<file path="src/rtl/fsg_pkg.sv">
package fsg_pkg;

  localparam int MAX_HPER_US = 64;
  localparam int VLW         = 11;
  localparam int NUM_SETS    = 5;

  typedef struct packed {
    logic [6:0]     hper;
    logic [6:0]     hsw;
    logic [6:0]     hbp;
    logic [6:0]     hfp;
    logic [VLW-1:0] vper;
    logic [VLW-1:0] vsw;
    logic [VLW-1:0] vbp;
    logic [VLW-1:0] vfp;
  } tset_t;

  function automatic tset_t mk_set(input int hp, input int hs, input int hb, input int hf,
                                   input int vp, input int vs, input int vb, input int vf);
    tset_t t;
    t.hper = 7'(hp);
    t.hsw  = 7'(hs);
    t.hbp  = 7'(hb);
    t.hfp  = 7'(hf);
    t.vper = VLW'(vp);
    t.vsw  = VLW'(vs);
    t.vbp  = VLW'(vb);
    t.vfp  = VLW'(vf);
    return t;
  endfunction

  // Timing sets: horizontal figures in microseconds, vertical in lines.
  function automatic tset_t tset_of(input logic [2:0] idx);
    case (idx)
      3'd0:    return mk_set(64, 4, 8, 4,  262, 3, 16, 3);
      3'd1:    return mk_set(32, 4, 2, 1,  525, 2, 33, 10);
      3'd2:    return mk_set(26, 3, 2, 1,  628, 4, 23, 1);
      3'd3:    return mk_set(21, 2, 2, 1,  806, 6, 29, 3);
      default: return mk_set(16, 1, 2, 1, 1066, 3, 38, 1);
    endcase
  endfunction

  // Out-of-range selects fall back to the last set.
  function automatic logic [2:0] clamp_sel(input logic [2:0] s);
    return (int'(s) >= NUM_SETS) ? 3'(NUM_SETS - 1) : s;
  endfunction

endpackage

</file>
<file path="src/rtl/fsg_regs.sv">
module fsg_regs
  import fsg_pkg::*;
(
  input  logic       clk,
  input  logic       rst_n,
  input  logic       we,
  input  logic       addr,
  input  logic [6:0] wdata,
  output logic       hs_inv,
  output logic       vs_inv,
  output logic       fr_en,
  output logic       csync_en,
  output logic [2:0] sel,
  output logic       pat_en_n,
  output logic       pat_sel
);

  logic [2:0] sel_raw;
  logic       pat_wr_blocked;

  assign pat_wr_blocked = we && addr && !fr_en;

  always_ff @(posedge clk or negedge rst_n) begin
    if (!rst_n) begin
      hs_inv   <= 1'b0;
      vs_inv   <= 1'b0;
      fr_en    <= 1'b0;
      csync_en <= 1'b0;
      sel_raw  <= 3'd0;
      pat_en_n <= 1'b1;
      pat_sel  <= 1'b0;
    end else if (we) begin
      if (!addr) begin
        hs_inv   <= wdata[0];
        vs_inv   <= wdata[1];
        fr_en    <= wdata[2];
        csync_en <= wdata[3];
        sel_raw  <= wdata[6:4];
      end else if (fr_en) begin
        pat_en_n <= wdata[0];
        pat_sel  <= wdata[1];
      end
    end
  end

  assign sel = clamp_sel(sel_raw);

  assert_pat_ignore_R8: assert property (@(posedge clk) disable iff (!rst_n)
    pat_wr_blocked |=> ($stable(pat_en_n) && $stable(pat_sel)));

endmodule

</file>
<file path="src/rtl/fsg_csync.sv">
module fsg_csync #(
  parameter int PER_W = 16,
  parameter int INS_W = 2
) (
  input  logic clk,
  input  logic rst_n,
  input  logic hs_in,
  input  logic en,
  output logic ins_act,
  output logic rise,
  output logic ins_fire
);

  localparam int IW = $clog2(INS_W + 1);
  localparam logic [PER_W-1:0] ONE_P  = 1;
  localparam logic [PER_W:0]   ONE_PW = 1;
  localparam logic [IW-1:0]    ONE_I  = 1;
  localparam logic [IW-1:0]    INS_LD = IW'(INS_W);

  logic             hs_prev;
  logic             edge_seen;
  logic             per_valid;
  logic [PER_W-1:0] per;
  logic [PER_W-1:0] since;
  logic [IW-1:0]    ins_cnt;

  // Timeout window: the measured period plus a quarter of it.
  function automatic logic [PER_W:0] limit_of(input logic [PER_W-1:0] p);
    return {1'b0, p} + {3'b000, p[PER_W-1:2]};
  endfunction

  assign rise     = hs_in && !hs_prev;
  assign ins_fire = en && per_valid && !rise && (({1'b0, since} + ONE_PW) == limit_of(per));
  assign ins_act  = (ins_cnt != '0);

  always_ff @(posedge clk or negedge rst_n) begin
    if (!rst_n) begin
      hs_prev   <= 1'b0;
      edge_seen <= 1'b0;
      per_valid <= 1'b0;
      per       <= '0;
      since     <= '0;
      ins_cnt   <= '0;
    end else begin
      hs_prev <= hs_in;
      if (ins_act) ins_cnt <= ins_cnt - ONE_I;
      if (!en) begin
        edge_seen <= 1'b0;
        per_valid <= 1'b0;
        since     <= '0;
        ins_cnt   <= '0;
      end else if (rise) begin
        since     <= '0;
        edge_seen <= 1'b1;
        if (edge_seen) begin
          per       <= since + ONE_P;
          per_valid <= 1'b1;
        end
      end else if (ins_fire) begin
        since   <= '0;
        ins_cnt <= INS_LD;
      end else if (since != '1) begin
        since <= since + ONE_P;
      end
    end
  end

  assert_ins_gate_R4: assert property (@(posedge clk) disable iff (!rst_n)
    ins_act |-> per_valid);

  assert_ins_restart_R3: assert property (@(posedge clk) disable iff (!rst_n)
    ins_fire |=> (ins_act && since == '0));

endmodule

</file>
<file path="src/rtl/fsg_timing.sv">
module fsg_timing
  import fsg_pkg::*;
#(
  parameter int CYC_PER_US = 1
) (
  input  logic       clk,
  input  logic       rst_n,
  input  logic       fr_en,
  input  logic [2:0] sel,
  input  logic       pat_sel,
  output logic       fr_active,
  output logic       hs_gen,
  output logic       vs_gen,
  output logic       pat_gen,
  output logic       frame_wrap
);

  localparam int HW = $clog2(MAX_HPER_US * CYC_PER_US + 1);
  localparam logic [HW-1:0]  ONE_H = 1;
  localparam logic [VLW-1:0] ONE_V = 1;

  function automatic logic [HW-1:0] us2cyc(input logic [6:0] us);
    return HW'(int'(us) * CYC_PER_US);
  endfunction

  logic           run_q;
  logic [2:0]     act_set;
  logic [HW-1:0]  h_cnt;
  logic [VLW-1:0] v_cnt;
  tset_t          ts;
  logic [HW-1:0]  hper, hsw, hvid_lo, hvid_hi;
  logic [VLW-1:0] vvid_lo, vvid_hi;
  logic           line_end, h_vid, v_vid, edge_px;

  assign ts      = tset_of(act_set);
  assign hper    = us2cyc(ts.hper);
  assign hsw     = us2cyc(ts.hsw);
  assign hvid_lo = hsw + us2cyc(ts.hbp);
  assign hvid_hi = hper - us2cyc(ts.hfp);
  assign vvid_lo = ts.vsw + ts.vbp;
  assign vvid_hi = ts.vper - ts.vfp;

  assign line_end   = (h_cnt == hper - ONE_H);
  assign frame_wrap = line_end && (v_cnt == ts.vper - ONE_V);

  always_ff @(posedge clk or negedge rst_n) begin
    if (!rst_n) begin
      run_q   <= 1'b0;
      act_set <= 3'd0;
      h_cnt   <= '0;
      v_cnt   <= '0;
    end else begin
      run_q <= fr_en;
      if (!run_q) begin
        act_set <= sel;
        h_cnt   <= '0;
        v_cnt   <= '0;
      end else if (line_end) begin
        h_cnt <= '0;
        if (frame_wrap) begin
          v_cnt   <= '0;
          act_set <= sel;
        end else begin
          v_cnt <= v_cnt + ONE_V;
        end
      end else begin
        h_cnt <= h_cnt + ONE_H;
      end
    end
  end

  assign fr_active = run_q;
  assign hs_gen    = (h_cnt < hsw);
  assign vs_gen    = (v_cnt < ts.vsw);
  assign h_vid     = (h_cnt >= hvid_lo) && (h_cnt < hvid_hi);
  assign v_vid     = (v_cnt >= vvid_lo) && (v_cnt < vvid_hi);
  assign edge_px   = (h_cnt == hvid_lo) || (h_cnt == hvid_hi - ONE_H) ||
                     (v_cnt == vvid_lo) || (v_cnt == vvid_hi - ONE_V);
  assign pat_gen   = h_vid && v_vid && (!pat_sel || edge_px);

  assert_hcnt_range_R5: assert property (@(posedge clk) disable iff (!rst_n)
    run_q |-> (h_cnt < hper && v_cnt < ts.vper));

  assert_set_hold_R6: assert property (@(posedge clk) disable iff (!rst_n)
    (run_q && !frame_wrap) |=> (!run_q || $stable(act_set)));

  assert_pat_blank_R9: assert property (@(posedge clk) disable iff (!rst_n)
    pat_gen |-> (!hs_gen && !vs_gen));

endmodule

</file>
<file path="src/rtl/fsg_top.sv">
module fsg_top #(
  parameter int CYC_PER_US = 1,
  parameter int PER_W      = 16,
  parameter int INS_US     = 2
) (
  input  logic       clk,
  input  logic       rst_n,
  input  logic       cfg_we,
  input  logic       cfg_addr,
  input  logic [6:0] cfg_wdata,
  input  logic       hs_in,
  input  logic       vs_in,
  output logic       hs_out,
  output logic       vs_out,
  output logic       pat_out,
  output logic       pat_oe
);

  localparam int INS_W = INS_US * CYC_PER_US;

  logic       hs_inv, vs_inv, fr_en, csync_en, pat_en_n, pat_sel;
  logic [2:0] sel;
  logic       fr_active, hs_gen, vs_gen, pat_gen, frame_wrap;
  logic       ins_act, hs_rise, ins_fire;
  logic       hs_src, vs_src, pat_on;

  fsg_regs u_regs (
    .clk      (clk),
    .rst_n    (rst_n),
    .we       (cfg_we),
    .addr     (cfg_addr),
    .wdata    (cfg_wdata),
    .hs_inv   (hs_inv),
    .vs_inv   (vs_inv),
    .fr_en    (fr_en),
    .csync_en (csync_en),
    .sel      (sel),
    .pat_en_n (pat_en_n),
    .pat_sel  (pat_sel)
  );

  fsg_csync #(.PER_W(PER_W), .INS_W(INS_W)) u_csync (
    .clk      (clk),
    .rst_n    (rst_n),
    .hs_in    (hs_in),
    .en       (csync_en),
    .ins_act  (ins_act),
    .rise     (hs_rise),
    .ins_fire (ins_fire)
  );

  fsg_timing #(.CYC_PER_US(CYC_PER_US)) u_timing (
    .clk        (clk),
    .rst_n      (rst_n),
    .fr_en      (fr_en),
    .sel        (sel),
    .pat_sel    (pat_sel),
    .fr_active  (fr_active),
    .hs_gen     (hs_gen),
    .vs_gen     (vs_gen),
    .pat_gen    (pat_gen),
    .frame_wrap (frame_wrap)
  );

  assign hs_src = fr_active ? hs_gen : (hs_in | ins_act);
  assign vs_src = fr_active ? vs_gen : vs_in;
  assign pat_on = fr_active && !pat_en_n;

  always_ff @(posedge clk or negedge rst_n) begin
    if (!rst_n) begin
      hs_out  <= 1'b0;
      vs_out  <= 1'b0;
      pat_out <= 1'b0;
      pat_oe  <= 1'b0;
    end else begin
      hs_out  <= hs_src ^ hs_inv;
      vs_out  <= vs_src ^ vs_inv;
      pat_oe  <= pat_on;
      pat_out <= pat_on && pat_gen;
    end
  end

  assert_pat_gate_R7: assert property (@(posedge clk) disable iff (!rst_n)
    pat_out |-> pat_oe);

endmodule

</file>
<file path="config.mk">
export PLATFORM = sky130hd
export DESIGN_NAME = fsg_top
export DESIGN_NICKNAME = d
export VERILOG_FILES = /design/src/rtl/fsg_pkg.sv /design/src/rtl/fsg_regs.sv /design/src/rtl/fsg_csync.sv /design/src/rtl/fsg_timing.sv /design/src/rtl/fsg_top.sv
export SDC_FILE = /design/constraint.sdc
export NUM_CORES = 1
export LEC_CHECK = 0
export ABC_AREA = 1
export BUFFER_PORTS_ARGS = -buffer_cell sky130_fd_sc_hd__buf_2
export CAP_MARGIN = 20
export CORE_MARGIN = 4
export CORE_UTILIZATION = 40
export DETAILED_ROUTE_END_ITERATION = 7
export SLEW_MARGIN = 0
export SYNTH_ARGS = -nofsm -noshare
export SYNTH_HDL_FRONTEND = slang
export SYNTH_SLANG_ARGS = --single-unit
export TNS_END_PERCENT = 10
</file>
<file path="constraint.sdc">
create_clock -name clk -period 4.4 [get_ports clk]
set_clock_uncertainty 0.05 [all_clocks]
set_input_delay 0.66 -clock clk [delete_from_list [all_inputs] [get_ports clk]]
set_output_delay 0.66 -clock clk [all_outputs]
set_load 0.1 [all_outputs]
</file>
==> flow_metrics.py <==
metrics = {
    "setup_path": {
        "slowest_delay_ns": 0.49,
        "r2r-start": "u_timing.act_set[2]",
        "crit_path_max_fanout": 9,
        "crit_slowest_cell": "fa_1",
        "crit_path_cell_trace": "inv_1 > nand3_1 > buf_4 > ha_1 > inv_1 > nor2_2 > nor2_1 > fa_1 > nand2_1 > nand2_1 > ha_1 > nand3b_1 > nand2_1 > a21oi_1 > o21bai_1 > nand2_1 > nand2_1 > nand2_1 > nand2_1 > nand2_1 > nand2_1 > nand2_1 > a21oi_1 > nor2_1",
        "start_kind": "flop",
        "crit_arrival_ns": 4.05,
        "cp_common_cell": "nand2_1",
        "cp-end-kind": "flop",
        "crit_type": "reg -> reg",
        "path_buf_inv": 3,
        "reg2reg_depth": 24,
        "critical-path-top-delay-family": "simple AND/OR/NAND/NOR gates",
        "regToRegSetupSlack_ns": 0.53,
        "crit_required_ns": 4.58,
        "timing.rr.end": "pat_out",
    },
    "logic_synthesis": {
        "synthCells": 982,
        "synth-seq-cells": 72,
        "yosysUniqueCellTypes": 42,
        "syn_area_um2": 6570,
        "synth.yosys.seq_area_share": 0.274,
        "syn_area_per_cell_um2": 6.69,
        "yosysWarnings": 0,
    },
    "timing": {
        "final.min_clock_period_ns": 3.87,
        "tns_ns": 0,
        "fmax_ghz": 0.258,
        "setup_violations": 0,
        "relSlewSlack": 0.360,
        "report.final.slew_viol_count": 0,
        "period_share": 0.880,
        "hold_viol_final": 0,
        "grt_setup_unrepaired": "no",
        "setup_ws_ns": 0.529,
        "fin_hold_ws_ns": 0.349,
        "worst_pin_slew_ns": 0.953,
    },
    "floorplanning": {
        "start_util": 0.411,
        "die-area_um2": 18500,
        "ios": 17,
        "die_w_um": 136,
        "core_um2": 16000,
        "fp-row-count": 46,
        "die_y_um": 136,
    },
    "pwr": {
        "peakVddDrop_v": 0.000255,
        "p_leak_nw": 3.77,
        "pwr_density_cell_nw_per_um2": 423,
    },
    "min_path": {
        "min_delay_worst_endpoint": "u_timing.fr_active",
        "hold_path_depth": 0,
        "hp-class": "reg -> reg",
        "hold_path.startpoint": "u_regs.fr_en",
    },
    "place": {
        "dp_hpwl_um": 13800,
        "gp_congestion": 0.913,
        "port_buffers": 16,
        "post-place-ws_ns": 0.572,
        "placed_cell_area_um2": 6890,
    },
    "detailed_routing": {
        "ant_nets": 0,
        "wirelength_um": 17100,
        "drtPass1Iterations": 4,
        "drc_errors": 0,
        "drtIter0Drc": 402,
        "routed-via-count": 6111,
        "avgViaCountPerCell": 5.00,
        "routedWlPerCell_um": 14.0,
    },
    "layout": {
        "fin_nets": 1081,
        "design_area_um2": 7180,
        "syn_to_final_growth_pct": 9.20,
        "antenna_cells": 0,
        "drive_gt1_frac": 0.0804,
        "fin_util": 0.448,
    },
    "status": {
        "status": "finished clean",
    },
    "clocking": {
        "path_clk_slew_ns": 0.06,
        "cts_root_buf": "clkbuf_16",
        "clock_latency_ns": 0.34,
        "cts_tree": "done",
        "cts.sinks": 72,
        "cts-htree-levels": 3,
        "hold_buffers": 0,
        "cts_resized": 0,
        "clockBufferDepth": 2,
        "cts_setup_buffers": 0,
        "cts_buffers": 9,
    },
    "global_route": {
        "grt_pass1_vias": 5744,
        "grt_max_degree": 73,
        "antenna_found_initial": 0,
        "grt_usage": 0.196,
        "grt_pass1_wl_um": 28800,
        "gr-total-overflow": 0,
    },
    "job": {
        "cap_violations": 0,
    },
}
## placed cells by master (no fill, tap or decap), types with 2 or more instances in the layout
| cell type | instances |
|---|---|
| clkinvlp_4 | 2 |
| o21bai_1 | 2 |
| nand2_2 | 7 |
| xor2_1 | 24 |
| nand3_2 | 2 |
| nand2_1 | 293 |
| dfrtp_1 | 71 |
| inv_1 | 124 |
| o211ai_1 | 3 |
| inv_2 | 3 |
| ha_1 | 63 |
| inv_6 | 3 |
| nand3_1 | 82 |
| o21ai_0 | 46 |
| nand3b_1 | 6 |
| o41ai_1 | 2 |
| nor2_2 | 17 |
| fa_1 | 3 |
| conb_1 | 2 |
| buf_2 | 15 |
| nor2_4 | 5 |
| clkbuf_16 | 9 |
| a31oi_1 | 4 |
| xnor2_1 | 10 |
| buf_4 | 4 |
| a21oi_1 | 37 |
| nor4_1 | 4 |
| nor2_1 | 102 |
| a21o_1 | 2 |
| nor3_1 | 14 |
| mux2_2 | 4 |
| or2_2 | 4 |
| nand4_1 | 26 |
## cell families (layout without fill, tap and decap cells)
group,Yosys count,after routing,share of synthesized area
fa+ha+maj,66,66,0.129
flops,72,72,0.274
xor+xnor,35,35,0.0478
other cells,1,2,0.000571
buf+inv,139,163,0.0828
compound gates,100,100,0.0821
simple gates,565,565,0.376
mux,4,4,0.00685
## worst max-delay path by stage
stage	start	endpoint	slack, ns	cells after the start
4_1_cts	u_timing.act_set[2]	pat_out	0.55	24
5_1_grt	u_timing.act_set[0]	pat_out	0.13	24
6_report	u_timing.act_set[2]	pat_out	0.53	24
2_1_floorplan	u_timing.act_set[2]	pat_out	1.03	19
3_5_place_dp	u_timing.act_set[2]	pat_out	0.57	24
3_3_place_gp	u_timing.act_set[2]	pat_out	0.62	24
## worst register-to-register path, stage by stage, from the launching register on
cell,delay [ns]
dfrtp_1,0.40
inv_1,0.09
nand3_1,0.07
buf_4,0.16
ha_1,0.37
inv_1,0.19
nor2_2,0.34
nor2_1,0.15
fa_1,0.49
nand2_1,0.12
nand2_1,0.09
ha_1,0.30
nand3b_1,0.08
nand2_1,0.07
a21oi_1,0.06
o21bai_1,0.15
nand2_1,0.07
nand2_1,0.08
nand2_1,0.05
nand2_1,0.05
nand2_1,0.05
nand2_1,0.05
nand2_1,0.05
a21oi_1,0.13
nor2_1,0.05
## cell usage after synthesis (all sizes together)
cell type  number  share of area
and3            1        0.00095
xnor2          10          0.013
conb            1        0.00057
nand4          26          0.025
inv           127          0.073
nor3           14          0.011
dfstp           1         0.0040
nand3          84          0.065
o21bai          2         0.0023
a21oi          37          0.028
a21boi          1         0.0011
mux2            4         0.0069
nor4            4         0.0038
nand3b          6         0.0069
xor2           25          0.034
or2             4         0.0038
o41ai           2         0.0027
a21o            2         0.0023
clkbuf          5         0.0029
clkinv          1        0.00057
nor2          124          0.083
a211oi          1         0.0011
ha             63           0.12
a31oi           4         0.0038
buf             6         0.0069
o211ai          3         0.0034
o21ai          47          0.036
or3b            1         0.0013
fa              3         0.0091
nand2         301           0.18
dfrtp          71           0.27
a31o            1         0.0013
## metrics by stage
| stage | total power [W] | cells |
|---|---|---|
| finish | 0.00303 | 1223 |
| global route | 0.00333 | 1223 |
| CTS | 0.00306 | 1223 |
| detailed placement | 0.00232 | 1207 |
| global placement | 0.00231 | 1207 |
| floorplan | 0.00198 | 983 |
## metal layers
metal,track usage,share of wire,up-vias
met5,0,0,-
met4,0.0414,0.013,0
met3,0.0285,0.024,18
met2,0.302,0.43,71
met1,0.291,0.53,2786
li1,-,-,3236
## power breakdown
group	leakage, nW	switching [W]	internal (W)	total, W
Sequential	0.948	0.000107	0.000749	0.000856
Combinational	2.68	0.000944	0.000522	0.00147
Clock	0.136	0.000308	0.000404	0.000712
## cell type report
type,instances,area [um2]
Sequential cell,72,1800
Inverter,128,480
Timing Repair Buffer,19,105
Tap cell,216,270
Clock buffer,10,239
Multi-Input combinational cell,772,4230
Clock inverter,6,50.0
Fill cell,1723,8820
## sequential cells by signal (all words and copies together) (netlist names)
name	count
u_csync.per	16
u_csync.since	16
u_timing.v_cnt	11
u_timing.h_cnt	7
u_regs.sel_raw	3
u_timing.act_set	3
u_csync.ins_cnt	2
hs_out	1
pat_oe	1
pat_out	1
u_csync.edge_seen	1
u_csync.hs_prev	1
u_csync.per_valid	1
u_regs.csync_en	1
u_regs.fr_en	1
u_regs.hs_inv	1
u_regs.pat_en_n	1
u_regs.pat_sel	1
u_regs.vs_inv	1
u_timing.fr_active	1
vs_out	1
No activity file was read; power rests on OpenSTA's default activity.
